`src/rtl/mbox_pkg.sv`:
```
package mbox_pkg;
    typedef enum logic {
        FLAG_IDLE = 1'b0,
        FLAG_PEND = 1'b1
    } flag_state_t;
endpackage

```
`src/rtl/mbox_port_decode.sv`:
```
module mbox_port_decode #(
    parameter int ADDR_W = 10,
    parameter int NPORT  = 4,
    parameter int SELF   = 0
) (
    input  logic              clk,
    input  logic              rst,
    input  logic              acc_valid,
    input  logic              acc_we,
    input  logic [ADDR_W-1:0] acc_addr,
    output logic [NPORT-1:0]  set_req,
    output logic [NPORT-1:0]  clr_req
);
    localparam int IDX_W = $clog2(NPORT);

    logic             in_box;
    logic [IDX_W-1:0] box_idx;

    assign in_box  = acc_valid && (&acc_addr[ADDR_W-1:IDX_W]);
    assign box_idx = acc_addr[IDX_W-1:0];

    for (genvar j = 0; j < NPORT; j++) begin : g_box
        if (j == SELF) begin : g_own
            assign set_req[j] = 1'b0;
            assign clr_req[j] = in_box && !acc_we && (box_idx == IDX_W'(j));
        end else begin : g_other
            assign set_req[j] = in_box && acc_we && (box_idx == IDX_W'(j));
            assign clr_req[j] = 1'b0;
        end
    end

    AST_NO_SELF_SET: assert property (@(posedge clk) disable iff (rst)
        !set_req[SELF]) else $error("self set");
    AST_CLR_ON_READ: assert property (@(posedge clk) disable iff (rst)
        (clr_req != '0) |-> (acc_valid && !acc_we)) else $error("bad clear");
endmodule

```
`src/rtl/mbox_flag_fsm.sv`:
```
module mbox_flag_fsm
    import mbox_pkg::*;
#(
    parameter int NPORT = 4
) (
    input  logic             clk,
    input  logic             rst,
    input  logic [NPORT-1:0] set_by_port,
    input  logic             clr,
    output logic             irq_n
);
    flag_state_t state_q, state_d;
    logic        set_any;

    assign set_any = |set_by_port;

    always_ff @(posedge clk) begin
        if (rst) state_q <= FLAG_IDLE;
        else     state_q <= state_d;
    end

    always_comb begin
        state_d = state_q;
        unique case (state_q)
            FLAG_IDLE: if (set_any)         state_d = FLAG_PEND;
            FLAG_PEND: if (clr && !set_any) state_d = FLAG_IDLE;
            default:                        state_d = FLAG_IDLE;
        endcase
    end

    always_comb begin
        irq_n = (state_q != FLAG_PEND);
    end

    AST_RESET_IDLE: assert property (@(posedge clk)
        rst |=> irq_n) else $error("reset");
    AST_SET_RAISES: assert property (@(posedge clk) disable iff (rst)
        set_any |=> !irq_n) else $error("set");
    AST_CLR_LOWERS: assert property (@(posedge clk) disable iff (rst)
        (clr && !set_any) |=> irq_n) else $error("clear");
    AST_HOLD: assert property (@(posedge clk) disable iff (rst)
        (!clr && !set_any) |=> $stable(irq_n)) else $error("hold");
endmodule

```
`src/rtl/mbox_irq_ctrl.sv`:
```
module mbox_irq_ctrl #(
    parameter int ADDR_W = 10,
    parameter int NPORT  = 4
) (
    input  logic                    clk,
    input  logic                    rst,
    input  logic [NPORT-1:0]        acc_valid,
    input  logic [NPORT-1:0]        acc_we,
    input  logic [NPORT*ADDR_W-1:0] acc_addr,
    output logic [NPORT-1:0]        irq_n
);
    logic [NPORT-1:0] set_mat [NPORT];
    logic [NPORT-1:0] clr_mat [NPORT];

    for (genvar p = 0; p < NPORT; p++) begin : g_dec
        mbox_port_decode #(.ADDR_W(ADDR_W), .NPORT(NPORT), .SELF(p)) u_dec (
            .clk       (clk),
            .rst       (rst),
            .acc_valid (acc_valid[p]),
            .acc_we    (acc_we[p]),
            .acc_addr  (acc_addr[p*ADDR_W +: ADDR_W]),
            .set_req   (set_mat[p]),
            .clr_req   (clr_mat[p])
        );
    end

    for (genvar j = 0; j < NPORT; j++) begin : g_flag
        logic [NPORT-1:0] set_col;
        always_comb begin
            for (int p = 0; p < NPORT; p++) set_col[p] = set_mat[p][j];
        end

        mbox_flag_fsm #(.NPORT(NPORT)) u_fsm (
            .clk         (clk),
            .rst         (rst),
            .set_by_port (set_col),
            .clr         (clr_mat[j][j]),
            .irq_n       (irq_n[j])
        );

        AST_SET_WINS: assert property (@(posedge clk) disable iff (rst)
            ((set_col != '0) && clr_mat[j][j]) |=> !irq_n[j]) else $error("set wins");
    end
endmodule

```
`config.mk`:
```
export PLATFORM = sky130hd
export DESIGN_NAME = mbox_irq_ctrl
export DESIGN_NICKNAME = d
export VERILOG_FILES = /design/src/rtl/mbox_pkg.sv /design/src/rtl/mbox_port_decode.sv /design/src/rtl/mbox_flag_fsm.sv /design/src/rtl/mbox_irq_ctrl.sv
export SDC_FILE = /design/constraint.sdc
export NUM_CORES = 1
export LEC_CHECK = 0
export BUFFER_PORTS_ARGS = -buffer_cell sky130_fd_sc_hd__buf_4
export CORE_AREA = 2 2 39 41
export CTS_CLUSTER_SIZE = 24
export DETAILED_ROUTE_END_ITERATION = 12
export DIE_AREA = 0 0 41 43
export HOLD_SLACK_MARGIN = 0.03
export PLACE_DENSITY = 0.8
export SETUP_SLACK_MARGIN = 0.5
export SLEW_MARGIN = 20
export SYNTH_ARGS = -nofsm -noshare
export SYNTH_HDL_FRONTEND = slang
export SYNTH_SLANG_ARGS = --single-unit
```
`constraint.sdc`:
```
create_clock -name clk -period 1.8 [get_ports clk]
set_input_delay 0.36 -clock clk [delete_from_list [all_inputs] [get_ports clk]]
set_output_delay 0.36 -clock clk [all_outputs]
set_load 0.01 [all_outputs]
```
* Yosys cells after proc, flatten, opt, wreduce, memory -nomap -nowiden *
Index checks and enable logic that the tools add are counted.

storage, ports and cells
  input bits = 50
  logic and storage cells = 84
  output and inout bits = 4
  memories kept = 0
  bits in writable memories = 0
  latch bits = 0
  ROM bits = 0
  register bits = 4

operators by class
  magnitude comparators = 0
  shifts and indexed selects = 0
  bitwise operators = 4
  $mul = 0
  $add $sub $neg = 0
  eq/ne operators = 12
  div/mod/pow operators = 0
  mux-type cells = 12
  reductions and logical operators = 52

operators with widths
  operator                                       count
  logical AND 1 bit                              32
  AND reduction 8 bit                            4
  == test 2 bit, second input constant           8
  OR reduction 3 bit                             4
  == test 2 x 1 -> 1 bit, second input constant  4
  logical NOT 1 bit                              8
  logical NOT 2 bit                              4
  two-way mux 1 bit                              8
  case mux 1 bit (2 select lines)                4
  inverter 1 bit                                 4

* Depth between registers and ports, before layout *
Gate-level depths: netlist of run 1.

  depth in word-level cells = 9
  mapped depth = 5
  depth with buffers taken out = 5

* Cells and area by module *
From an unflattened synthesis of run 1, not the netlist that was laid out.

second synthesis, totals
  cells, all modules = 87
  area total of the unflattened synthesis = 614.3 sq um

modules (own cells, without submodules)
  module                              cells each  area an instance (sq um)  seq. area each (sq um)  times used
  mbox_flag_fsm                       5           47.5                      20.0                    4
  mbox_port_decode at g_dec[3].u_dec  16          111.4                     0.0                     1
  mbox_port_decode at g_dec[2].u_dec  18          108.9                     0.0                     1
  mbox_port_decode at g_dec[1].u_dec  17          102.6                     0.0                     1
  mbox_port_decode at g_dec[0].u_dec  16          101.3                     0.0                     1

* Least setup slack after synthesis of run 1 *
Ideal clock, no wire load.

  kind = input-to-reg
  start point = input acc_addr[29]
  end point = register g_flag[2].u_fsm.state_q
  cell stages on the path = 5
  buffers on the path = 0
  slack = 0.591 ns
  data required time = 1.665 ns
  setup time = 0.135 ns
  arrival time = 1.074 ns
  cells stage by stage = nand4_1 -> nor3_2 -> a311oi_1 -> a41oi_1 -> o221ai_1

between the ends
  cells in the longest elaborated chain, start to end = 7

RTL lines
  what                             line                    RTL
  start: declaration               mbox_irq_ctrl.sv:9      input logic [NPORT*ADDR_W-1:0] acc_addr,
  AND reduction 8 bit              mbox_port_decode.sv:19  assign in_box = acc_valid && (&acc_addr[ADDR_W-1:IDX_W]);
  logical AND 1 bit                mbox_port_decode.sv:19
  logical AND 1 bit (2 in a row)   mbox_port_decode.sv:25  assign clr_req[j] = in_box && !acc_we && (box_idx == IDX_W'(j));
  logical AND 1 bit                mbox_flag_fsm.sv:26     FLAG_PEND: if (clr && !set_any) state_d = FLAG_IDLE;
  two-way mux 1 bit                mbox_flag_fsm.sv:26
  case mux 1 bit (2 select lines)  mbox_flag_fsm.sv:24     unique case (state_q)
  end signal: assignment           mbox_flag_fsm.sv:19     else state_q <= state_d;
  end: declaration                 mbox_flag_fsm.sv:12     flag_state_t state_q, state_d;

Every way passes these cells.
A chain may end at the register's enable or synchronous reset.

* Final worst setup path of run 1 *
Same ends and word-level chain as after synthesis.

==> results.yml, run 1 <==
outcome:
  run_status: "finished clean"
final_layout:
  largest-register: "g_flag.u_fsm.state_q"
  filler_cell_count: 138
  diodes: 0
  final_net_count: 161
  finish.utilization_pct: 58.7
  layout-drive-gt1-share_pct: 54.1
  layout_top_registers: "g_flag.u_fsm.state_q (4)"
  largest_reg_flops: 4
  synthToLayoutAreaGrowth_pct: 100
sta:
  sum_neg_setup_slack_ns: 0
  fmaxAchievable_mhz: 865
  report.final.setup_viol: 0
  timing.slew.headroom_pct: 78.9
  final.period_utilization_pct: 64.3
  final.setup_skew_ns: 0
  grt_setup_unrepaired: "false"
  final-max-slew-violation-count: 0
  timing_worst_slew_pin_value_ns: 0.314
  timing.final.hold_violations: 0
  minimum_clock_period_after_layout_ns: 1.16
routing:
  initial_drt_markers: 6
  post-route-drc-count: 0
  wl_met1_um: 456
  first_pass_iters: 4
  totalWireLength_mm: 1.30
  dr_wl_met2_um: 713
  total_length_of_routed_met3_wires_um: 113
  wl_per_cell_um: 10.4
  viasPerCell: 5.13
  top_layer_used: "met4"
  vias: 641
  antenna_left: 0
yosys:
  number_of_standard_cells_after_synthesis: 58
  post_synth_num_cell_types: 21
  synthesis.area_per_instance_sq_um: 6.99
  number_of_synthesized_flops_with_an_enable_pin: 0
  yosys_most_used_dff: "sky130_fd_sc_hd__dfxtp_1"
  synth.top_cells.by_area: "sky130_fd_sc_hd__dfxtp_1, sky130_fd_sc_hd__nand4_1, sky130_fd_sc_hd__buf_4"
  ys_warnings: 0
  synth.most_common_cell: "sky130_fd_sc_hd__nand4_1"
  yosysTopAreaCell: "sky130_fd_sc_hd__dfxtp_1"
  synth_common_cells: "sky130_fd_sc_hd__nand4_1, sky130_fd_sc_hd__inv_1, sky130_fd_sc_hd__nand2_1, sky130_fd_sc_hd__nand3_1"
  synth-async-reset-ratio_pct: 0
  seq_area_frac_synth_pct: 19.8
  yosys_register_bits: 4
  yosysTopAreaCellShare_pct: 19.8
  syn_nets: 108
  post_synth_instance_area_sq_um: 405
clocking:
  hold_bufs_at_cts: 0
  cts_root_buffer: "sky130_fd_sc_hd__clkbuf_4"
  cts_buffers: 3
  clock_path_buffers: 2
  clk_latency_ns: 0.23
  tritoncts_num_sinks: 4
  post_cts_resized: 0
  cts.reportedPaths.clkPinSlew_ns: 0.04
  cts_tree: "done"
  post-cts-setup-buffers: 0
  cts.htree.levels: 1
die:
  io_pins: 54
  die_x_um: 41
  num_rows: 14
  design.die.area_sq_mm: 0.00176
  die_h_um: 43
  initial_core_util_pct: 29.3
  placeableCoreArea_sq_mm: 0.00138
min_path:
  hold_removal_path_class: "in2reg"
  hold_path_depth: 2
  worstHoldEndpoint: "g_flag[3].u_fsm.state_q"
  hp-start: "rst"
global_routing:
  first_global_vias: 645
  largest_net_degree_at_the_start_of_global_routing: 9
  grt_util_all_layers_pct: 18.3
  grt_first_pass_wirelength_mm: 2.26
  grt_overflow: 0
  number_of_antenna_violations_at_the_first_check_in_global_routing: 0
power:
  p_int_mw: 0.238
  netSwitchingPower_mw: 0.0682
  p_sw_share_pct: 22.3
  power_density_mw_per_mm2: 377
  design_power_total_mw: 0.306
  power.leakage_nw: 0.358
  seqPwrFrac_pct: 29.2
  power_frac_clock_pct: 36.5
  combPwrFrac_pct: 34.3
  peak_vdd_ir_mv: 0.226
worst_setup_path:
  reg2regPathDepth: 4
  worst_r2r_startpoint: "g_flag[2].u_fsm.state_q"
  cp-end-kind: "flip-flop"
  timing.critical_path.arrival_ns: 1.25
  reg2reg_slack_ns: 0.95
  path_delay_family: "compound AO/OA/AOI/OAI gates"
  worstReg2RegEnd: "g_flag[2].u_fsm.state_q"
  timing.critical_path.from_type: "primary input"
  cp.required_ns: 1.90
  critical_path.slowest_cell: "sky130_fd_sc_hd__nor3_2"
  crit_buf_inv: 1
  path_cells: "buf_4 > nand4_1 > nor3_2 > a311oi_1 > a41oi_1 > o221ai_1"
  max_stage_delay_ns: 0.27
  critical_path_peak_fanout: 4
  path_class: "in2reg"
place:
  gp_routability_congestion: 0.834
  port_buffers: 53
run:
  drv.max_cap_violation_count: 0
worst reg2reg max path, stage by stage (launching register included):
cell and delay (ns):
sky130_fd_sc_hd__dfxtp_1 0.30, sky130_fd_sc_hd__inv_1 0.05, sky130_fd_sc_hd__a311oi_1 0.26, sky130_fd_sc_hd__a41oi_1 0.07
sky130_fd_sc_hd__o221ai_1 0.09
cell type report:
cell class / instances / area [sq um] / area share (%)
timing repair buffer: 53 / 398 / 49.0
tap: 16 / 20.0 / 2.47
clock buffer: 3 / 22.5 / 2.77
inverter: 6 / 22.5 / 2.77
sequential: 4 / 80.1 / 9.86
multi-input combinational: 43 / 269 / 33.1
kinds of logic after synthesis:
group	after synthesis	share of synthesized area (%)
DFF	4	19.8
AOI/OAI and AO/OA	9	18.8
and+or+nand+nor	34	47.5
buffers and inverters	11	13.9
how the worst max path moves through the flow:
stage | cells after the start | slack [ns] | end | from
2_1_floorplan | 5 | 0.59 | g_flag[2].u_fsm.state_q | acc_addr[29]
3_3_place_gp | 6 | 0.38 | g_flag[2].u_fsm.state_q | acc_addr[29]
3_5_place_dp | 6 | 0.38 | g_flag[2].u_fsm.state_q | acc_addr[29]
4_1_cts | 6 | 0.63 | g_flag[2].u_fsm.state_q | acc_addr[29]
5_1_grt | 6 | 0.53 | g_flag[2].u_fsm.state_q | acc_addr[26]
6_report | 6 | 0.64 | g_flag[2].u_fsm.state_q | acc_addr[29]
routing by layer:
metal  track usage (%)  vias to the layer above
met5                 0                        -
li1                  -                      326
met4              6.00                        0
met2              35.9                       34
met1              17.3                      279
met3              2.09                        2
power groups by stage:
stage	registers (mW)	logic, mW	clock network [mW]
2_1_floorplan	0.0906	0.0158	0
3_3_place_gp	0.0906	0.103	0
3_5_place_dp	0.0906	0.106	0
4_1_cts	0.0893	0.106	0.115
5_1_grt	0.0891	0.115	0.123
6_report	0.0893	0.105	0.112
cell usage in the layout, fill, tap and decap left out:
cell and count:
sky130_fd_sc_hd__and3_1 1, sky130_fd_sc_hd__nor2_1 4, sky130_fd_sc_hd__a211oi_1 1, sky130_fd_sc_hd__nor3_1 3, sky130_fd_sc_hd__buf_4 53, sky130_fd_sc_hd__a311oi_1 1
sky130_fd_sc_hd__nand3_1 5, sky130_fd_sc_hd__inv_1 6, sky130_fd_sc_hd__or3_1 1, sky130_fd_sc_hd__nor2_2 1, sky130_fd_sc_hd__a41o_1 1, sky130_fd_sc_hd__a31oi_1 1
sky130_fd_sc_hd__a41oi_1 3, sky130_fd_sc_hd__nor3_2 2, sky130_fd_sc_hd__o221ai_1 2, sky130_fd_sc_hd__nand4_1 7, sky130_fd_sc_hd__clkbuf_4 3, sky130_fd_sc_hd__nand4b_1 3
sky130_fd_sc_hd__nand2_1 6, sky130_fd_sc_hd__dfxtp_1 4, sky130_fd_sc_hd__or2_1 1
per-stage QoR:
| step | hold slack (ns) | worst slack (ns) | area [sq um] | instances |
|---|---|---|---|---|
| finish | 0.348 | 0.643 | 812 | 125 |
| global route | 0.364 | 0.529 | 812 | 125 |
| CTS | 0.345 | 0.629 | 812 | 125 |
| detailed placement | 0.492 | 0.383 | 790 | 122 |
| global placement | 0.488 | 0.382 | 790 | 122 |
| floorplan | 0.488 | 0.591 | 405 | 58 |
No activity file was read; power rests on OpenSTA's default activity.
==> inputs of run 2 (changes only) <==
CORE_AREA = not set   (was 2 2 39 41)
CORE_MARGIN = 2   (was not set)
CORE_UTILIZATION = 27   (was not set)
DIE_AREA = not set   (was 0 0 41 43)
PLACE_DENSITY = 0.75   (was 0.8)
clock period = 1 ns   (was 1.8 ns; I/O delays follow)
==> run 2 against run 1 <==
Design area rose by 18%. Worst hold slack got worse by 0.15 ns. Count of clock-buffer cells in the layout did not move. Die area rose by 3.7%. Worst setup slack got worse by 0.62 ns. Critical path type unchanged. Critical endpoint is now g_flag[0].u_fsm.state_q. Largest cell class unchanged.
==> results.yml, run 2 (synthesized netlist as in run 1, its figures left out) <==
final_layout:
  layout_top_registers: "g_flag.u_fsm.state_q (4)"
  layout-drive-gt1-share_pct: 70.3
  largest_reg_flops: 4
  finish.utilization_pct: 70.9
  mostFrequentLayoutCells: "sky130_fd_sc_hd__buf_4, sky130_fd_sc_hd__nand4_1, sky130_fd_sc_hd__buf_6, sky130_fd_sc_hd__nand2_1"
  layout_commonest_cell: "sky130_fd_sc_hd__buf_4"
  final_net_count: 170
  synthToLayoutAreaGrowth_pct: 136
  largest-register: "g_flag.u_fsm.state_q"
  diodes: 0
routing:
  antenna_left: 0
  post-route-drc-count: 0
  wl_per_cell_um: 12.6
  first_pass_iters: 4
  vias: 695
  initial_drt_markers: 12
  viasPerCell: 5.23
  totalWireLength_mm: 1.67
die:
  die_x_um: 42.8
  num_rows: 13
  placeableCoreArea_sq_mm: 0.00135
  design.die.area_sq_mm: 0.00183
  io_pins: 54
  die_h_um: 42.8
  initial_core_util_pct: 30.0
global_routing:
  grt_first_pass_wirelength_mm: 2.69
  first_global_vias: 701
  largest_net_degree_at_the_start_of_global_routing: 9
  grt_util_all_layers_pct: 19.7
  number_of_antenna_violations_at_the_first_check_in_global_routing: 0
  grt_overflow: 0
sta:
  timing.slew.headroom_pct: 78.9
  fmaxAchievable_mhz: 1030
  timing_worst_slew_pin_value_ns: 0.313
  final.period_utilization_pct: 97.5
  minimum_clock_period_after_layout_ns: 0.975
  timing.final.hold_violations: 0
  final.setup_skew_ns: 0
  report.final.setup_viol: 0
  sum_neg_setup_slack_ns: 0
  final-max-slew-violation-count: 0
  grt_setup_unrepaired: "true"
worst_setup_path:
  cp-end-kind: "flip-flop"
  reg2regPathDepth: 4
  critical_path_peak_fanout: 2
  timing.critical_path.from_type: "primary input"
  path_class: "in2reg"
  cp.required_ns: 1.15
  timing.critical_path.arrival_ns: 1.13
power:
  peak_vdd_ir_mv: 0.286
  power.leakage_nw: 0.434
  design_power_total_mw: 0.578
  power_density_mw_per_mm2: 604
clocking:
  cts.reportedPaths.clkPinSlew_ns: 0.04
  tritoncts_num_sinks: 4
  cts_root_buffer: "sky130_fd_sc_hd__clkbuf_4"
  cts.htree.levels: 1
  cts_tree: "done"
  clock_path_buffers: 2
  hold_bufs_at_cts: 0
  clk_latency_ns: 0.24
  cts_buffers: 3
run:
  drv.max_cap_violation_count: 0
place:
  gp_routability_congestion: 0.777
  dp.final_hpwl_mm: 1.36
  port_buffers: 53
outcome:
  run_status: "finished clean"
min_path:
  hold_removal_path_class: "in2reg"
  hold_path_depth: 2
run 2: cell types whose count changed in the layout (fill, tap and decap cells not counted), sizes merged:
cell,previous run,this run
buf,53,62
run 2: layout make-up:
type | instances | area (sq um)
Inverter | 6 | 22.5
Fill cell | 116 | 393
Tap cell | 15 | 18.8
Multi-Input combinational cell | 43 | 317
Timing Repair Buffer | 62 | 492
Sequential cell | 4 | 85.1
Clock buffer | 3 | 22.5
run 2: repair_timing:
action	CTS	global route
gates resized for setup	10	10
setup buffers	3	0
cloned	0	0
setup endpoints to repair	8	8
pin swaps	2	4
run 2: metal layers:
layer | vias to the layer above | wire, um | GRT usage (%) | part of all wire (%)
li1 | 343 | - | - | -
met1 | 313 | 589 | 18.7 | 35
met2 | 33 | 892 | 34.5 | 53
met3 | 6 | 135 | 5.53 | 8.1
met4 | 0 | 55 | 15.6 | 3.3
met5 | - | 0 | 0 | 0
run 2: power by group:
group	switching, mW	total (mW)	internal, mW	leakage [nW]
registers	0.0000789	0.161	0.161	0.0343
clock network	0.0696	0.204	0.134	0.0138
logic	0.0664	0.214	0.147	0.386
total	0.136	0.578	0.442	0.434
run 2: critical path, stage by stage:
cell                       delay (ns)
sky130_fd_sc_hd__buf_4           0.08
sky130_fd_sc_hd__nand4_1         0.10
sky130_fd_sc_hd__nor2_2          0.15
sky130_fd_sc_hd__nand3_2         0.09
sky130_fd_sc_hd__or3_4           0.34
sky130_fd_sc_hd__o221ai_1        0.17
run 2: path summary, 6_finish.rpt:
path                                              start                      end  slack, ns
worst max-delay path                       acc_valid[1]  g_flag[0].u_fsm.state_q       0.02
worst min-delay path                                rst  g_flag[1].u_fsm.state_q       0.20
worst max register to register  g_flag[1].u_fsm.state_q  g_flag[1].u_fsm.state_q       0.09
worst min register to register  g_flag[3].u_fsm.state_q  g_flag[3].u_fsm.state_q       0.53
run 2: stage by stage:
stage | hold slack, ns | area [sq um] | setup slack, ns | cells
finish | 0.198 | 957 | 0.0246 | 133
global route | 0.190 | 957 | -0.0283 | 133
CTS | 0.180 | 912 | 0.0628 | 133
detailed placement | 0.436 | 840 | -0.184 | 127
global placement | 0.429 | 840 | -0.172 | 127
floorplan | 0.338 | 427 | -0.0474 | 58
==> inputs of run 3 (changes only) <==
CORE_MARGIN = 3   (was 2)
CORE_UTILIZATION = 30   (was 27)
PLACE_DENSITY = 0.79   (was 0.75)
clock period = 0.9 ns   (was 1 ns; I/O delays follow)
==> run 3 against run 2 <==
The flow now finishes with violations (negative setup slack). Final cell count fell by 0.75%. Sequential power rose by 11%. Wire length rose by 20%. Register-to-register slack got worse by 0.13 ns. Clock power rose by 13%. Design area rose by 4.1%. Critical path type unchanged. Critical endpoint unchanged. Largest power group unchanged.
==> results.yml, run 3 (synthesized netlist as in run 1, its figures left out) <==
power:
  power.leakage_nw: 0.454
  peak_vdd_ir_mv: 0.327
  design_power_total_mw: 0.673
  power_density_mw_per_mm2: 676
final_layout:
  synthToLayoutAreaGrowth_pct: 146
  regArea_sq_um: 85.1
  final_design_area_no_fill_sq_um: 996
  largest-register: "g_flag.u_fsm.state_q"
  layout_commonest_cell: "sky130_fd_sc_hd__buf_4"
  largest_reg_flops: 4
  layout_top_registers: "g_flag.u_fsm.state_q (4)"
  diodes: 0
  filler_cell_count: 76
  layout-drive-gt1-share_pct: 72.0
  mostFrequentLayoutCells: "sky130_fd_sc_hd__buf_4, sky130_fd_sc_hd__buf_6, sky130_fd_sc_hd__nand4_1, sky130_fd_sc_hd__nand2_1"
  finish.utilization_pct: 84.0
  final_net_count: 170
  area_used_by_multi_input_combinational_logic_sq_um: 334
routing:
  initial_drt_markers: 11
  antenna_left: 0
  wl_per_cell_um: 15.2
  totalWireLength_mm: 2.01
  viasPerCell: 5.52
  vias: 728
  first_pass_iters: 4
  post-route-drc-count: 0
worst_setup_path:
  worstReg2RegEnd: "g_flag[2].u_fsm.state_q"
  timing.critical_path.from_type: "primary input"
  timing.critical_path.arrival_ns: 1.20
  path_cells: "buf_6 > nand4_1 > nor2_2 > nand3_2 > or3_4 > o221ai_2"
  crit_cells: 6
  setup.worst_path.end: "g_flag[0].u_fsm.state_q"
  path_delay_family: "simple AND/OR/NAND/NOR gates"
  path_class: "in2reg"
  setup.worst_path.start: "acc_valid[1]"
  worst_r2r_startpoint: "g_flag[2].u_fsm.state_q"
  cp.required_ns: 1.05
  max_stage_delay_ns: 0.36
  critical_path_peak_fanout: 2
  cp-end-kind: "flip-flop"
  reg2regPathDepth: 4
  critical_path.slowest_cell: "sky130_fd_sc_hd__or3_4"
  reg2reg_slack_ns: -0.04
  crit_buf_inv: 1
die:
  num_rows: 12
  design.die.area_sq_mm: 0.00183
  placeableCoreArea_sq_mm: 0.00119
  die_x_um: 42.8
  initial_core_util_pct: 34.2
  die_h_um: 42.8
  io_pins: 54
sta:
  timing.slew.headroom_pct: 83.3
  final-max-slew-violation-count: 0
  fmaxAchievable_mhz: 946
  grt_setup_unrepaired: "true"
  final.setup_skew_ns: 0
  final.period_utilization_pct: 117
  minimum_clock_period_after_layout_ns: 1.06
  timing.final.hold_violations: 0
  timing_worst_slew_pin_value_ns: 0.248
  timing.final.ws_setup_ns: -0.157
  report.final.setup_viol: 2
global_routing:
  number_of_antenna_violations_at_the_first_check_in_global_routing: 0
  grt_util_all_layers_pct: 20.2
  largest_net_degree_at_the_start_of_global_routing: 6
  first_global_vias: 681
  grt_overflow: 0
  grt_first_pass_wirelength_mm: 2.82
clocking:
  clock_path_buffers: 2
  cts.htree.levels: 1
  cts_buffers: 3
  cts_tree: "done"
  cts.reportedPaths.clkPinSlew_ns: 0.04
  cts_root_buffer: "sky130_fd_sc_hd__clkbuf_4"
  tritoncts_num_sinks: 4
  hold_bufs_at_cts: 0
  clk_latency_ns: 0.24
outcome:
  violations_in_the_final_reports: "negative setup slack"
  run_status: "finished with violations"
place:
  port_buffers: 53
  gp_routability_congestion: 0.765
  detailedPlace.worstSlack_ns: -0.276
  postPlaceCellArea_sq_um: 846
  dp.final_hpwl_mm: 1.39
min_path:
  hold_path_depth: 2
  hold_removal_path_class: "in2reg"
run:
  drv.max_cap_violation_count: 0
## run 3: layer usage
metal	track usage, %	wire length (um)
met1	22.5	764
met2	35.3	1050
met3	6.36	189
met4	7.45	0
met5	0	0
## run 3: report_power, final
group	total, mW	internal [mW]	switching [mW]	leakage [nW]
Combinational	0.264	0.179	0.0852	0.406
Clock	0.231	0.150	0.0811	0.0138
Sequential	0.178	0.178	0.0000944	0.0343
## run 3: cell type report
cell class,count,share of cell area [%]
clock buffer,3,2.26
multi-input combinational,43,33.5
timing repair buffer,62,51.6
sequential,4,8.54
inverter,6,2.26
tap,14,1.76
## run 3: worst min-delay path by stage
stage | start | end | slack, ns
after floorplan | acc_addr[31] | g_flag[0].u_fsm.state_q | 0.32
after global placement | acc_addr[31] | g_flag[0].u_fsm.state_q | 0.44
after detailed placement | acc_addr[31] | g_flag[0].u_fsm.state_q | 0.46
after CTS | acc_addr[31] | g_flag[0].u_fsm.state_q | 0.17
after global routing | acc_addr[31] | g_flag[0].u_fsm.state_q | 0.19
final | acc_addr[31] | g_flag[0].u_fsm.state_q | 0.21
## run 3: per-stage QoR
stage	hold slack [ns]	TNS, ns	instances
after floorplan	0.318	-0.230	58
after global placement	0.440	-0.856	127
after detailed placement	0.456	-0.918	127
after CTS	0.167	-0.00961	132
after global routing	0.194	-0.432	132
final	0.206	-0.275	132
## run 3: worst register-to-register path, delay by kind of cell, from the launching register on
family	cells	cell delay [ns]
DFF	1	0.31
buffers and inverters	1	0.06
AOI/OAI and AO/OA	3	0.43
## run 3: repair_timing
item / 4_1_cts / 5_1_grt
gates resized for setup: 17 / 12
setup endpoints to repair: 8 / 8
pin swaps: 7 / 5
buffers inserted: 2 / 0
